File: src/rtl/cmp_pkg.sv
package cmp_pkg;

    typedef enum logic [1:0] {
        MODE_ONES   = 2'd0,
        MODE_TRANS  = 2'd1,
        MODE_PARITY = 2'd2,
        MODE_SISR   = 2'd3
    } cmp_mode_e;

    localparam int SISR_W = 3;

    typedef logic [SISR_W-1:0] sisr_t;

    // one step of the serial-input signature register
    function automatic sisr_t sisr_step(sisr_t s, logic b);
        return {s[SISR_W-2:0], s[SISR_W-1] ^ s[SISR_W-2] ^ b};
    endfunction

endpackage

File: src/rtl/cmp_sat_counter.sv
module cmp_sat_counter #(
    parameter int W = 8
) (
    input  logic         clk,
    input  logic         rst,
    input  logic         clr,
    input  logic         inc,
    output logic [W-1:0] count,
    output logic         ovf
);
    localparam logic [W-1:0] MAXV = {W{1'b1}};

    always_ff @(posedge clk) begin
        if (rst || clr) begin
            count <= '0;
            ovf   <= 1'b0;
        end else if (inc) begin
            if (count == MAXV) ovf <= 1'b1;
            else               count <= count + 1'b1;
        end
    end

    // saturated value holds under further increments
    assert_sat_hold_R8: assert property (@(posedge clk) disable iff (rst)
        (count == MAXV && inc && !clr) |=> (count == MAXV && ovf));

    // overflow is sticky until cleared
    assert_ovf_sticky_R8: assert property (@(posedge clk) disable iff (rst)
        (ovf && !clr) |=> ovf);

    // no increment, no change
    assert_idle_stable_R10: assert property (@(posedge clk) disable iff (rst)
        (!inc && !clr) |=> $stable(count));
endmodule

File: src/rtl/cmp_edge_track.sv
module cmp_edge_track (
    input  logic clk,
    input  logic rst,
    input  logic clr,
    input  logic take,
    input  logic din,
    output logic change
);
    logic prev_q;
    logic have_q;

    always_ff @(posedge clk) begin
        if (rst || clr) begin
            prev_q <= 1'b0;
            have_q <= 1'b0;
        end else if (take) begin
            prev_q <= din;
            have_q <= 1'b1;
        end
    end

    assign change = take && have_q && (din ^ prev_q);

    // first bit after a clear never counts as a change
    assert_first_no_change_R4: assert property (@(posedge clk) disable iff (rst)
        clr |=> !change);
endmodule

File: src/rtl/cmp_sisr.sv
module cmp_sisr
    import cmp_pkg::*;
(
    input  logic  clk,
    input  logic  rst,
    input  logic  clr,
    input  logic  take,
    input  logic  din,
    output sisr_t state
);
    always_ff @(posedge clk) begin
        if (rst || clr)  state <= '0;
        else if (take)   state <= sisr_step(state, din);
    end

    // state is held when no bit is accepted
    assert_sisr_hold_R6: assert property (@(posedge clk) disable iff (rst)
        (!take && !clr) |=> $stable(state));
endmodule

File: src/rtl/resp_compactor.sv
module resp_compactor
    import cmp_pkg::*;
#(
    parameter int CNT_W = 8
) (
    input  logic             clk,
    input  logic             rst,
    input  logic             start,
    input  logic [1:0]       mode_sel,
    input  logic             bit_valid,
    input  logic             bit_in,
    output logic [CNT_W-1:0] signature,
    output logic [CNT_W-1:0] vec_count,
    output logic             ready,
    output logic             overflow
);
    localparam int PAD_W = CNT_W - SISR_W;

    cmp_mode_e        act_mode_q;
    logic             ready_q;
    logic             accept;
    logic             change;
    logic             main_inc;
    logic [CNT_W-1:0] main_cnt;
    logic             main_ovf;
    logic             vec_ovf;
    logic             parity_q;
    sisr_t            sisr_state;

    always_ff @(posedge clk) begin
        if (rst) begin
            act_mode_q <= MODE_ONES;
            ready_q    <= 1'b0;
        end else if (start) begin
            act_mode_q <= cmp_mode_e'(mode_sel);
            ready_q    <= 1'b1;
        end
    end

    assign accept = bit_valid && ready_q && !start;

    cmp_edge_track u_edge (
        .clk(clk), .rst(rst), .clr(start),
        .take(accept), .din(bit_in), .change(change)
    );

    always_comb begin
        unique case (act_mode_q)
            MODE_ONES:  main_inc = accept && bit_in;
            MODE_TRANS: main_inc = change;
            default:    main_inc = 1'b0;
        endcase
    end

    cmp_sat_counter #(.W(CNT_W)) u_main (
        .clk(clk), .rst(rst), .clr(start),
        .inc(main_inc), .count(main_cnt), .ovf(main_ovf)
    );

    cmp_sat_counter #(.W(CNT_W)) u_vec (
        .clk(clk), .rst(rst), .clr(start),
        .inc(accept), .count(vec_count), .ovf(vec_ovf)
    );

    always_ff @(posedge clk) begin
        if (rst || start)          parity_q <= 1'b0;
        else if (accept && bit_in) parity_q <= ~parity_q;
    end

    cmp_sisr u_sisr (
        .clk(clk), .rst(rst), .clr(start),
        .take(accept), .din(bit_in), .state(sisr_state)
    );

    always_comb begin
        unique case (act_mode_q)
            MODE_ONES, MODE_TRANS: signature = main_cnt;
            MODE_PARITY:           signature = {{(CNT_W-1){1'b0}}, parity_q};
            default:               signature = {{PAD_W{1'b0}}, sisr_state};
        endcase
    end

    assign ready    = ready_q;
    assign overflow = main_ovf || vec_ovf;

    // start clears results and arms the block
    assert_start_clears_R2: assert property (@(posedge clk) disable iff (rst)
        start |=> (signature == '0 && vec_count == '0 && ready && !overflow));

    // nothing accepted before the first start
    assert_idle_before_start_R1: assert property (@(posedge clk) disable iff (rst)
        (!ready && !start) |=> (vec_count == '0));

    // each accepted one flips parity
    assert_parity_flip_R5: assert property (@(posedge clk) disable iff (rst)
        (act_mode_q == MODE_PARITY && accept && bit_in) |=>
            (signature[0] != $past(signature[0])));

    // invalid cycles leave results unchanged
    assert_invalid_ignored_R10: assert property (@(posedge clk) disable iff (rst)
        (!bit_valid && !start) |=> ($stable(signature) && $stable(vec_count)));

    // mode only moves on start
    assert_mode_latched_R9: assert property (@(posedge clk) disable iff (rst)
        !start |=> $stable(act_mode_q));
endmodule

File: config.mk
export PLATFORM = sky130hd
export DESIGN_NAME = resp_compactor
export DESIGN_NICKNAME = d
export VERILOG_FILES = /design/src/rtl/cmp_pkg.sv /design/src/rtl/cmp_sat_counter.sv /design/src/rtl/cmp_edge_track.sv /design/src/rtl/cmp_sisr.sv /design/src/rtl/resp_compactor.sv
export SDC_FILE = /design/constraint.sdc
export NUM_CORES = 1
export LEC_CHECK = 0
export ABC_AREA = 1
export BUFFER_PORTS_ARGS = -buffer_cell sky130_fd_sc_hd__buf_4
export CORE_UTILIZATION = 54
export CTS_BUF_LIST = sky130_fd_sc_hd__clkbuf_4
export DETAILED_ROUTE_END_ITERATION = 8
export PLACE_DENSITY = 0.89
export SKIP_CTS_REPAIR_TIMING = 1
export SYNTH_ARGS = -nofsm -noshare
export SYNTH_HDL_FRONTEND = slang
export SYNTH_HIERARCHICAL = 1
export SYNTH_SLANG_ARGS = --single-unit
File: constraint.sdc
create_clock -name clk -period 2.9 [get_ports clk]
set_input_delay 0.145 -clock clk [delete_from_list [all_inputs] [get_ports clk]]
set_output_delay 0.145 -clock clk [all_outputs]
set_load 0.005 [all_outputs]
==> run_results.csv <==
group,metric,value,unit
global_routing,grt_max_degree,22,
place,port-buffer-count,24,
timing,skew,0.00546,ns
die,die-area,2990,sq um
setup_path,worst_r2r_path_depth,15,
route,wire_per_inst,10.5,microns
route,vias_per_cell,5.11,
die,core,2540,sq um
setup_path,startpoint,"ready",
synth,yosysMostFrequentCell,"nand2_1",
synth,synth_edf_count,0,
setup_path,crit_chain,"nand2_1 > nor2_1 > buf_4 > nand2_1 > inv_1 > nand2_1 > nor2_2 > o21bai_1 > a21oi_1 > buf_4 > nand2_1 > nor2_1 > nand4_1 > nand2_1 > nor2_1",
setup_path,reg2reg_from,"ready",
global_routing,grt_antenna_before_repair,0,
global_routing,grt_pass1_wl,4490,microns
setup_path,cp_max_fo,21,
timing,max_freq,461,MHz
clocking,cts_sinks,27,
clocking,cts_made_buffers,3,
pwr,finalPower,0.600,mW
route,drc_errors,0,
synth,synthCells,225,
clocking,clk_latency,0.33,ns
timing,maxSlewViolCount,0,
synth,async_flop_share,0,%
layout,n_fill_cell,251,
place,gp_congestion,0.812,
setup_path,rrSetupSlack,0.73,ns
timing,rsz0062_at_grt,"false",
layout,syn_to_final_growth,13.5,%
place,dp_cells,276,
timing,finalHoldViolCount,0,
setup_path,rr_endpoint,"u_main/count[7]",
clocking,clk_pin_slew,0.15,ns
layout,stdcell_count,280,
pwr,leakage,0.705,nW
synth,synth_seq_cells,27,
clocking,cts_max_level,1,
layout,final_nets,260,
synth,synth_nets,234,
min_path,holdPathEnd,"act_mode_q[1]",
synth,synth_area_leader_cell,"dfxtp_1",
pwr,vdd_drop_max,0.301,mV
timing,finalSetupViolations,0,
synth,yosys_warnings,6,
setup_path,cp_data_required_time,3.14,ns
die,die_w,54.7,microns
setup_path,critPathKind,"register to register",
die,die_h,54.7,microns
min_path,whs_path_depth,2,
run_status,status,"completed",
layout,antenna_cells,0,
synth,syn-cell-area,1500,sq um
synth,synth.distinct_cells,25,
setup_path,end_kind,"register",
timing,period_needed,2.17,ns
synth,ys_seq_area_share,36.1,%
synth,synthTopCellsByArea,"dfxtp_1 (36%), nand2_1 (11%), nor2_1 (10%)",
route,routed_wl,2930,microns
min_path,hp-start,"rst",
clocking,cts_root_buf,"clkbuf_4",
die,initial_core_util,58.8,%
route,num_vias,1431,
min_path,hold_class,"input pin to register",
timing,tns,0,ns
synth,synth.top_cell.area_share,36.1,%
die,io_pins,25,
timing,slew_headroom,71.1,%
global_routing,grt_overflow,0,
layout,drive_gt1_share,18.0,%
setup_path,critical_path.max_stage_delay,0.41,ns
synth,synthFlopType,"dfxtp_1",
synth,synth_area_per_cell,6.66,sq um
setup_path,critPathLaunchType,"register",
timing,worst_slew_pin_slew,0.433,ns
clocking,clockBufferDepth,2,
route,drt_iter0_drc,45,
route,drtAntennaViolNets,0,
job,max_cap_viol_count,0,
timing,timing.final.crit_share,74.8,%
clocking,cts_tree,"yes",
setup_path,critPathMostFrequentCell,"nand2_1",
die,rows,18,
route,dr.pass1.iters,4,
global_routing,track_usage,20.7,%
setup_path,crit_slowest_cell,"dfxtp_1",
place,hpwlAfterDp,2150,microns
pwr,power_density,353,nW/um^2
synth,synthTopCellsByCount,"nand2_1 (45), nor2_1 (41), inv_1 (31)",
setup_path,cp_data_arrival_time,2.41,ns
global_routing,grt_pass1_vias,1098,
## layout by cell type, fill, tap and decap left out, drive strengths merged
master / count
nand2: 49
nor2: 49
inv: 32
dfxtp: 27
buf: 26
nand3: 18
a21oi: 17
nor3: 6
nand4: 5
nand3b: 4
clkbuf: 3
o21a: 3
o21ai: 2
ha: 2
or2: 2
a211oi: 2
o21bai: 1
o211ai: 1
clkinv: 1
## layer usage
layer | global-route usage [%] | part of all wire (%)
met1 | 28.4 | 49
met2 | 32.5 | 44
met3 | 2.78 | 5.9
met4 | 7.69 | 1.2
met5 | 0 | 0
## worst max path at each step
stage,slack [ns],cells past startpoint,endpoint
after floorplan,0.79,14,u_main/count[5]
after global placement,0.93,15,u_main/count[5]
after detailed placement,0.81,15,u_main/count[7]
after CTS,0.79,15,u_main/count[7]
after global routing,0.46,15,u_main/count[7]
final,0.73,15,u_main/count[7]
## state kept, by name (all words and copies together) (netlist names)
| register | count |
|---|---|
| act_mode_q | 2 |
| parity_q | 1 |
| ready | 1 |
| u_edge/have_q | 1 |
| u_edge/prev_q | 1 |
| u_main/count | 8 |
| u_main/ovf | 1 |
| u_sisr/state | 3 |
| u_vec/count | 8 |
| u_vec/ovf | 1 |
## critical path, delay by kind of cell (launching register included)
family | cells | cell delay, ns
and+or+nand+nor | 10 | 1.02
buffers and inverters | 3 | 0.47
DFF | 1 | 0.41
AOI/OAI and AO/OA | 2 | 0.19
## report_power, final
group	switching [mW]	total, mW	internal (mW)
combinational	0.0303	0.0535	0.0232
sequential	0.00742	0.384	0.377
clock	0.111	0.163	0.0518
total	0.149	0.600	0.452
## cells by family after synthesis
logic type / count (synthesis) / synth area share [%]
adder cells (fa/ha/maj): 2 / 1.67
flip-flops: 27 / 36.1
AO/OA/AOI/OAI: 26 / 10.2
buffers and inverters: 37 / 11.9
AND/OR/NAND/NOR: 133 / 40.2
## stage by stage
stage / hold slack, ns / util, % / setup WS, ns / cell area, sq um
finish: 0.0224 / 66.8 / 0.731 / 1700
global route: 0.0201 / 66.8 / 0.458 / 1700
CTS: 0.0158 / 66.8 / 0.786 / 1700
detailed placement: 0.385 / 65.7 / 0.813 / 1670
global placement: 0.381 / 65.7 / 0.934 / 1670
floorplan: 0.214 / - / 0.791 / 1500
## layout make-up
| cell class | count | area, sq um | share of cell area (%) |
|---|---|---|---|
| clock inverter | 1 | 5.00 | 0.294 |
| sequential | 27 | 541 | 31.8 |
| clock buffer | 3 | 22.5 | 1.32 |
| tap | 30 | 37.5 | 2.21 |
| multi-input combinational | 161 | 779 | 45.8 |
| inverter | 32 | 120 | 7.06 |
| timing repair buffer | 26 | 195 | 11.5 |
Power figures use the tool's default switching activity.
